## src/rtl/dram_page_rd_pkg.sv

```systemverilog
`timescale 1ns/1ps
package dram_page_rd_pkg;
  typedef enum logic [2:0] {
    ST_IDLE,
    ST_ROW,
    ST_RAS,
    ST_COL,
    ST_CAS,
    ST_OE,
    ST_OPEN,
    ST_PRE
  } seq_st_t;
endpackage

```

## src/rtl/dram_rd_tmr.sv

```systemverilog
`timescale 1ns/1ps
module dram_rd_tmr #(
  parameter int CNT_W = 2
) (
  input  logic             clk,
  input  logic             rst_n,
  input  logic             load,
  input  logic [CNT_W-1:0] load_val,
  output logic             expire
);
  logic [CNT_W-1:0] cnt_q;

  always_ff @(posedge clk or negedge rst_n) begin
    if (!rst_n)               cnt_q <= '0;
    else if (load)            cnt_q <= load_val;
    else if (cnt_q != '0)     cnt_q <= cnt_q - 1'b1;
  end

  assign expire = (cnt_q == '0);
endmodule

```

## src/rtl/dram_rd_cap.sv

```systemverilog
`timescale 1ns/1ps
module dram_rd_cap #(
  parameter int DATA_W = 16
) (
  input  logic              clk,
  input  logic              rst_n,
  input  logic              sample,
  input  logic [DATA_W-1:0] dq,
  output logic              rd_valid,
  output logic [DATA_W-1:0] rd_data
);
  always_ff @(posedge clk or negedge rst_n) begin
    if (!rst_n) begin
      rd_valid <= 1'b0;
      rd_data  <= '0;
    end else begin
      rd_valid <= sample;
      if (sample) rd_data <= dq;
    end
  end
endmodule

```

## src/rtl/dram_rd_ctrl.sv

```systemverilog
`timescale 1ns/1ps
module dram_rd_ctrl
  import dram_page_rd_pkg::*;
#(
  parameter int ROW_W     = 8,
  parameter int COL_W     = 8,
  parameter int ADDR_W    = 8,
  parameter int CNT_W     = 2,
  parameter int PHASE_CYC = 2,
  parameter int PRE_CYC   = 3
) (
  input  logic              clk,
  input  logic              rst_n,
  input  logic              edo_mode,
  input  logic              req_valid,
  output logic              req_ready,
  input  logic [ROW_W-1:0]  req_row,
  input  logic [COL_W-1:0]  req_col,
  input  logic              req_keep,
  input  logic              tmr_exp,
  output logic              tmr_load,
  output logic [CNT_W-1:0]  tmr_val,
  output logic [ADDR_W-1:0] addr,
  output logic              ras_n,
  output logic              cas_n,
  output logic              oe_n,
  output logic              we_n,
  output logic              sample
);
  localparam logic [CNT_W-1:0] PH_M1  = CNT_W'(PHASE_CYC - 1);
  localparam logic [CNT_W-1:0] PRE_M1 = CNT_W'(PRE_CYC - 1);

  seq_st_t          st_q, st_nxt;
  logic [ROW_W-1:0] row_q, open_row_q;
  logic [COL_W-1:0] col_q;
  logic             keep_q, pend_q, oe_hold_q;
  logic             take, row_hit;

  assign req_ready = (st_q == ST_IDLE) || (st_q == ST_OPEN);
  assign take      = req_valid && req_ready;
  assign row_hit   = (req_row == open_row_q);

  always_comb begin
    st_nxt   = st_q;
    tmr_load = 1'b0;
    tmr_val  = PH_M1;
    case (st_q)
      ST_IDLE: if (req_valid) begin st_nxt = ST_ROW; tmr_load = 1'b1; end
      ST_ROW:  if (tmr_exp) begin st_nxt = ST_RAS; tmr_load = 1'b1; end
      ST_RAS:  if (tmr_exp) begin st_nxt = ST_COL; tmr_load = 1'b1; end
      ST_COL:  if (tmr_exp) begin st_nxt = ST_CAS; tmr_load = 1'b1; end
      ST_CAS:  if (tmr_exp) begin st_nxt = ST_OE;  tmr_load = 1'b1; end
      ST_OE: if (tmr_exp) begin
        tmr_load = 1'b1;
        if (keep_q) st_nxt = ST_OPEN;
        else begin st_nxt = ST_PRE; tmr_val = PRE_M1; end
      end
      ST_OPEN: if (req_valid) begin
        tmr_load = 1'b1;
        if (row_hit) st_nxt = ST_COL;
        else begin st_nxt = ST_PRE; tmr_val = PRE_M1; end
      end
      ST_PRE: if (tmr_exp) begin
        if (pend_q) begin st_nxt = ST_ROW; tmr_load = 1'b1; end
        else st_nxt = ST_IDLE;
      end
      default: st_nxt = ST_IDLE;
    endcase
  end

  always_ff @(posedge clk or negedge rst_n) begin
    if (!rst_n) begin
      st_q       <= ST_IDLE;
      row_q      <= '0;
      col_q      <= '0;
      open_row_q <= '0;
      keep_q     <= 1'b0;
      pend_q     <= 1'b0;
      oe_hold_q  <= 1'b0;
    end else begin
      st_q <= st_nxt;
      if (take) begin
        row_q  <= req_row;
        col_q  <= req_col;
        keep_q <= req_keep;
      end
      if (st_q == ST_RAS && tmr_exp) open_row_q <= row_q;
      if (st_q == ST_OPEN && req_valid && !row_hit) pend_q <= 1'b1;
      else if (st_q == ST_PRE && tmr_exp)          pend_q <= 1'b0;
      if (st_nxt == ST_PRE)                        oe_hold_q <= 1'b0;
      else if (st_q == ST_CAS && tmr_exp && edo_mode) oe_hold_q <= 1'b1;
    end
  end

  assign addr   = (st_q == ST_ROW || st_q == ST_RAS || st_q == ST_IDLE || st_q == ST_PRE)
                  ? ADDR_W'(row_q) : ADDR_W'(col_q);
  assign ras_n  = (st_q == ST_IDLE) || (st_q == ST_ROW) || (st_q == ST_PRE);
  assign cas_n  = !((st_q == ST_CAS) || (st_q == ST_OE));
  assign oe_n   = !((st_q == ST_OE) || oe_hold_q);
  assign we_n   = 1'b1;
  assign sample = (st_q == ST_OE) && tmr_exp;
endmodule

```

## src/rtl/dram_page_rd.sv

```systemverilog
`timescale 1ns/1ps
module dram_page_rd #(
  parameter int ROW_W     = 8,
  parameter int COL_W     = 8,
  parameter int DATA_W    = 16,
  parameter int PHASE_CYC = 2,
  parameter int PRE_CYC   = 3,
  localparam int ADDR_W   = (ROW_W > COL_W) ? ROW_W : COL_W
) (
  input  logic              clk,
  input  logic              rst_n,
  input  logic              edo_mode,
  input  logic              req_valid,
  output logic              req_ready,
  input  logic [ROW_W-1:0]  req_row,
  input  logic [COL_W-1:0]  req_col,
  input  logic              req_keep,
  output logic [ADDR_W-1:0] dram_addr,
  output logic              dram_ras_n,
  output logic              dram_cas_n,
  output logic              dram_we_n,
  output logic              dram_oe_n,
  input  logic [DATA_W-1:0] dram_dq,
  output logic              rd_valid,
  output logic [DATA_W-1:0] rd_data
);
  localparam int MAX_CYC = (PHASE_CYC > PRE_CYC) ? PHASE_CYC : PRE_CYC;
  localparam int CNT_W   = $clog2(MAX_CYC + 1);

  logic             tmr_load, tmr_exp, sample;
  logic [CNT_W-1:0] tmr_val;

  dram_rd_tmr #(.CNT_W(CNT_W)) u_tmr (
    .clk(clk), .rst_n(rst_n), .load(tmr_load), .load_val(tmr_val), .expire(tmr_exp)
  );

  dram_rd_ctrl #(
    .ROW_W(ROW_W), .COL_W(COL_W), .ADDR_W(ADDR_W), .CNT_W(CNT_W),
    .PHASE_CYC(PHASE_CYC), .PRE_CYC(PRE_CYC)
  ) u_ctrl (
    .clk(clk), .rst_n(rst_n), .edo_mode(edo_mode),
    .req_valid(req_valid), .req_ready(req_ready),
    .req_row(req_row), .req_col(req_col), .req_keep(req_keep),
    .tmr_exp(tmr_exp), .tmr_load(tmr_load), .tmr_val(tmr_val),
    .addr(dram_addr), .ras_n(dram_ras_n), .cas_n(dram_cas_n),
    .oe_n(dram_oe_n), .we_n(dram_we_n), .sample(sample)
  );

  dram_rd_cap #(.DATA_W(DATA_W)) u_cap (
    .clk(clk), .rst_n(rst_n), .sample(sample), .dq(dram_dq),
    .rd_valid(rd_valid), .rd_data(rd_data)
  );
endmodule

```

## config.mk

```make
export PLATFORM = sky130hd
export DESIGN_NAME = dram_page_rd
export DESIGN_NICKNAME = d
export VERILOG_FILES = /design/src/rtl/dram_page_rd_pkg.sv /design/src/rtl/dram_rd_tmr.sv /design/src/rtl/dram_rd_cap.sv /design/src/rtl/dram_rd_ctrl.sv /design/src/rtl/dram_page_rd.sv
export SDC_FILE = /design/constraint.sdc
export NUM_CORES = 1
export LEC_CHECK = 0
export BUFFER_PORTS_ARGS = -buffer_cell sky130_fd_sc_hd__buf_2
export CORE_MARGIN = 4
export CORE_UTILIZATION = 51
export CTS_CLUSTER_DIAMETER = 200
export CTS_CLUSTER_SIZE = 14
export DETAILED_ROUTE_END_ITERATION = 8
export PLACE_DENSITY = 0.84
export SLEW_MARGIN = 10
export SYNTH_ARGS = -nofsm -noshare
export SYNTH_HDL_FRONTEND = slang
export SYNTH_SLANG_ARGS = --single-unit
```

## constraint.sdc

```tcl
create_clock -name clk -period 2.01 [get_ports clk]
set_input_delay 0.402 -clock clk [delete_from_list [all_inputs] [get_ports clk]]
set_output_delay 0.402 -clock clk [all_outputs]
set_load 0.01 [all_outputs]
```

## Word-level counts from Yosys, hierarchy flattened

Cells that the tools add are included.

| cells by class | value |
|---|---|
| add/subtract/negate cells | 1 |
| eq/ne operators | 9 |
| multiplexer cells | 29 |
| reductions and logical operators | 27 |

Operators by type and width:

| cell | count |
|---|---|
| two-way mux 3 bit | 9 |
| case mux 3 bit (8 select lines) | 1 |
| == test 3 bit (second input constant) | 5 |
| two-way mux 2 bit | 6 |
| two-way mux 1 bit | 10 |
| == test 8 bit | 1 |
| logical AND 1 bit | 8 |
| logical OR 1 bit | 8 |
| two-way mux 8 bit | 1 |
| nonzero test 2 bit | 4 |
| == test 3 x 2 -> 1 bit (second input constant) | 2 |
| OR reduction 5 bit | 1 |
| case mux 2 bit (2 select lines) | 1 |
| == test 3 x 1 -> 1 bit (second input constant) | 1 |
| zero test 1 bit | 3 |
| zero test 3 bit | 1 |
| case mux 1 bit (3 select lines) | 1 |
| zero test 2 bit | 1 |
| OR reduction 2 bit | 1 |
| subtractor 2 x 1 -> 2 bit (second input constant) | 1 |

| storage, ports and cells | value |
|---|---|
| bits of input ports | 37 |
| output and inout port bits | 30 |
| bits in registers | 49 |
| logic and storage cells | 76 |

## Longest topological paths before layout

| logic depth | value |
|---|---|
| word-level depth | 6 |
| mapped depth | 6 |
| depth with buffers taken out | 6 |

## Modules after synthesis

Synthesis repeated with hierarchy kept, for this count alone.

| second synthesis, totals | value |
|---|---|
| cells, all modules | 175 |
| area total of the unflattened synthesis | 2319.7 sq um |

By module, submodules not included:

| module | area an instance (sq um) | sequential area each (sq um) | instances | cells each |
|---|---|---|---|---|
| dram_rd_ctrl | 1531.5 | 750.7 | 1 | 128 |
| dram_rd_cap | 674.4 | 425.4 | 1 | 35 |
| dram_rd_tmr | 113.9 | 50.0 | 1 | 12 |

## Worst setup path before layout

No wires, ideal clock.

| path | value |
|---|---|
| path type | register to output |
| from | register u_ctrl.st_q[0] |
| to | output port dram_addr[0] |
| arrival | 1462 ps |
| slack | 146 ps |
| path buffers | 1 |
| required time | 1608 ps |
| stages on the path, launching flop included | 5 |
| cell sequence | dfrtp_1 -> buf_2 -> nand2_1 -> xor2_1 -> mux2_2 |

| on the way | value |
|---|---|
| word-level cells in the longest chain between the ends | 5 |
| elaborated cells on any way between the ends | 8 |
| those cells by class | 3 x eq/ne; 1 x mux; 4 x reduce/logical |

Ends and longest elaborated chain:

| element | RTL line | text |
|---|---|---|
| from (decl) | dram_rd_ctrl.sv:33 | `seq_st_t st_q, st_nxt;` |
| from (signal assigned) | dram_rd_ctrl.sv:81 | `st_q <= st_nxt;` |
| == test 3 x 1 -> 1 bit or == test 3 x 2 -> 1 bit (tied branches) | dram_rd_ctrl.sv:95 | `assign addr = (st_q == ST_ROW \|\| st_q == ST_RAS \|\| st_q == ST_IDLE \|\| st_q == ST_PRE)` |
| logical OR 1 bit (2 in a row) | dram_rd_ctrl.sv:95 |  |
| logical OR 1 bit (*) | dram_rd_ctrl.sv:95 |  |
| two-way mux 8 bit (*) | dram_rd_ctrl.sv:96 | `? ADDR_W'(row_q) : ADDR_W'(col_q);` |
| to (decl) | dram_page_rd.sv:18 | `output logic [ADDR_W-1:0] dram_addr,` |

Mark *: on every way between the ends. The rest lies on a longest branch, timed or not.

## Final worst setup path

| path | value |
|---|---|
| from | register u_ctrl.st_q[0] |
| to | output port dram_addr[1] |

The elaborated chain is that of the path after synthesis.

==> run_results.csv <==
group,metric,value,unit
run_status,status,"completed",
die,row_count,23,
die,die-area,5560,sq um
yosys,synthesis.nets,209,
timing,min_period,2007,ps
die,initial_core_util,0.5453,
global_route,grtUsageTotal,0.1753,
yosys,yosysWarnings,0,
power_and_ir_drop,p_int,3.353,mW
power_and_ir_drop,combinationalPowerShare,0.520,
yosys,ys_seq_area_frac,0.5426,
yosys,yosys-top-cells-area,"dfrtp_1, mux2_2, mux2_1",
yosys,avgSynthCellArea,13.21,sq um
timing,holdWs,78.88,ps
timing,worst_pin_slew,552.4,ps
global_route,grt_pass1_vias,1589,
timing,relSlewSlack,0.6318,
layout,layout_common_cells,"buf_2, dfrtp_1, mux2_2",
critical_path,arrival,1600,ps
global_route,antenna_found_initial,0,
yosys,synthArstFlopShare,1.000,
yosys,ys_dominant_reg_cell,"dfrtp_1",
power_and_ir_drop,powerDensity,1763,nW/um^2
power_and_ir_drop,ir_drop,1.113,mV
route,num_vias,1565,
route,totalWireLength,4628,microns
clock_tree,insertion_delay,300,ps
clock_tree,cts_tree,"done",
run,maxCapViolCount,0,
yosys,synth_top_area_frac,0.5426,
critical_path,slowest_stage,"dfrtp_1",
layout,num-nets-final,284,
timing,fmax,498.4,MHz
clock_tree,cts_root_buf,"clkbuf_8",
yosys,syn_area,2260,sq um
die,die_x,74.57,microns
timing,finalSetupViolations,0,
route,dr.pass1.iters,4,
critical_path,endpoint_kind,"output port",
critical_path,r2r-start,"u_ctrl.st_q[1]$_DFF_PN0_",
clock_tree,hold_buffers,0,
worst_hold_path,min_path_type,"in2async",
route,drt_iter0_markers,139,
power_and_ir_drop,power.share.switching,0.3486,
route,post_drt_wl_per_cell,15.58,microns
clock_tree,cts_made_buffers,5,
critical_path,worst_setup_path_start_kind,"register",
clock_tree,path_clk_slew,90,ps
power_and_ir_drop,power_leakage,1.427,nW
clock_tree,cts_sinks,49,
place,dp_hpwl,3345,microns
critical_path,cpMostUsedCell,"buf_6",
power_and_ir_drop,power_frac_seq,0.344,
critical_path,critPathLaunch,"u_ctrl.st_q[0]$_DFF_PN0_",
place,io_buffer_count,65,
die,dieHeight,74.57,microns
die,io_pins,67,
layout,drive_gt1_frac,0.5385,
timing,slew_violations,0,
clock_tree,cts_max_level,2,
critical_path,required,1610,ps
timing,final-hold-violation-count,0,
route,vias_per_cell,5.269,
power_and_ir_drop,pwr-share-clk,0.136,
global_route,gr-total-overflow,0,
global_route,grt_max_degree,27,
layout,area.growth.synth_to_final,29.18,%
timing,rsz0062_at_grt,"yes",
layout,finalCoreUtilization,0.7044,
global_route,grt_pass1_wl,7445,microns
timing,fin_crit_sh,0.9983,
yosys,synthCells,171,
critical_path,critical_path.max_fanout,8,
yosys,yosysUniqueCellTypes,36,
layout,num_antenna_cells,0,
yosys,synth_seq_cells,49,
critical_path,critPathMaxStageDelay,400,ps
power_and_ir_drop,p_switching,1.794,mW
timing,skew,9.424,ps
critical_path,cp_cell_sequence,"nand2_2, xor2_1, buf_6, mux2_4, buf_6",
yosys,synth-edff-count,0,
yosys,synth_top_area_cell,"dfrtp_1",
route,postRouteAntennaNets,0,
route,drc,0,
critical_path,crit_type,"reg2out",
clock_tree,clock_path_buffers,2,
layout,layout_commonest_cell,"buf_2",
place,gp_congestion,0.8206,
die,coreArea,4144,sq um
layer usage:
metal  up-vias  share of wire  global-route usage
met1       765           0.43              0.2555
met4         0              0             0.04150
met3         0          0.064             0.04324
li1        749              -                   -
met5         -              0                   0
met2        51           0.50              0.2663
kinds of logic (layout without fill, tap and decap cells):
kind of cell | Yosys count | after routing | synth area share
AOI/OAI and AO/OA | 16 | 16 | 0.04817
xor gates and xnor gates | 11 | 11 | 0.04263
adders and majority gates | 1 | 1 | 0.005536
buffers and inverters | 15 | 91 | 0.03266
DFF | 49 | 49 | 0.5426
muxes | 52 | 52 | 0.2580
other | 1 | 1 | 0.001660
and+or+nand+nor | 26 | 26 | 0.06866
synth_stat cells (3+ instances only):
cell type / number
nor2_1: 4
buf_2: 5
mux2_1: 10
dfrtp_1: 49
nand2_1: 8
inv_1: 6
xor2_1: 10
a31oi_1: 5
mux2_2: 40
a21oi_1: 3
o21ai_0: 3
layout make-up:
cell class | instances | area [sq um]
clock buffers | 5 | 68.82
clock inverters | 3 | 46.29
fillers | 299 | 1225
inverters | 6 | 22.52
multi-input cells | 107 | 997.2
flip-flops and latches | 49 | 1227
well taps | 50 | 62.56
repair buffers | 77 | 494.2
flip-flops by register name (all words and copies together) (netlist names):
signal / cells
u_cap.rd_data: 16
u_cap.rd_valid: 1
u_ctrl.col_q: 8
u_ctrl.keep_q: 1
u_ctrl.oe_hold_q: 1
u_ctrl.open_row_q: 8
u_ctrl.pend_q: 1
u_ctrl.row_q: 8
u_ctrl.st_q: 3
u_tmr.cnt_q: 2
final timing paths:
path | slack, ps | cells past startpoint | to
max | 3 | 5 | dram_addr[1]
min | 80 | 1 | u_ctrl.row_q[2]$_DFFE_PN0P_
max reg2reg | 180 | 7 | u_tmr.cnt_q[1]$_DFFE_PN0P_
min reg2reg | 490 | 1 | u_ctrl.col_q[3]$_DFFE_PN0P_
max in group asynchronous | 1270 | 2 | u_ctrl.col_q[7]$_DFFE_PN0P_
min in group clk | 310 | 2 | u_ctrl.col_q[0]$_DFFE_PN0P_
critical path, delay by kind of cell, from the launching register on:
kind,cells,cell delay [ps]
DFF,1,400
buffers and inverters,2,320
muxes,1,320
xor gates and xnor gates,1,170
and+or+nand+nor,1,90
what timing repair did:
item | CTS | global route
setup buffers | 1 | 1
pin swaps | 0 | 1
gates resized for setup | 5 | 15
endpoints found under the setup margin | 8 | 8
per-stage QoR:
stage	cell area (sq um)	setup TNS, ps	instances	setup WS (ps)	power [mW]
after floorplan	2260	0	171	146.1	3.233
after global placement	2701	0	287	218.2	3.943
after detailed placement	2701	0	287	206.6	4.040
after CTS	2839	-29.00	296	-6.649	4.830
after global routing	2919	-351.7	297	-52.79	5.487
final	2919	0	297	3.499	5.147
power groups by stage:
stage	registers [mW]	logic, mW	clock network [mW]
after detailed placement	1.78	2.26	0
after floorplan	1.80	1.44	0
after global routing	1.83	2.90	0.761
after CTS	1.77	2.34	0.721
final	1.77	2.68	0.700
after global placement	1.76	2.18	0
No activity file was read; power rests on OpenSTA's default activity.
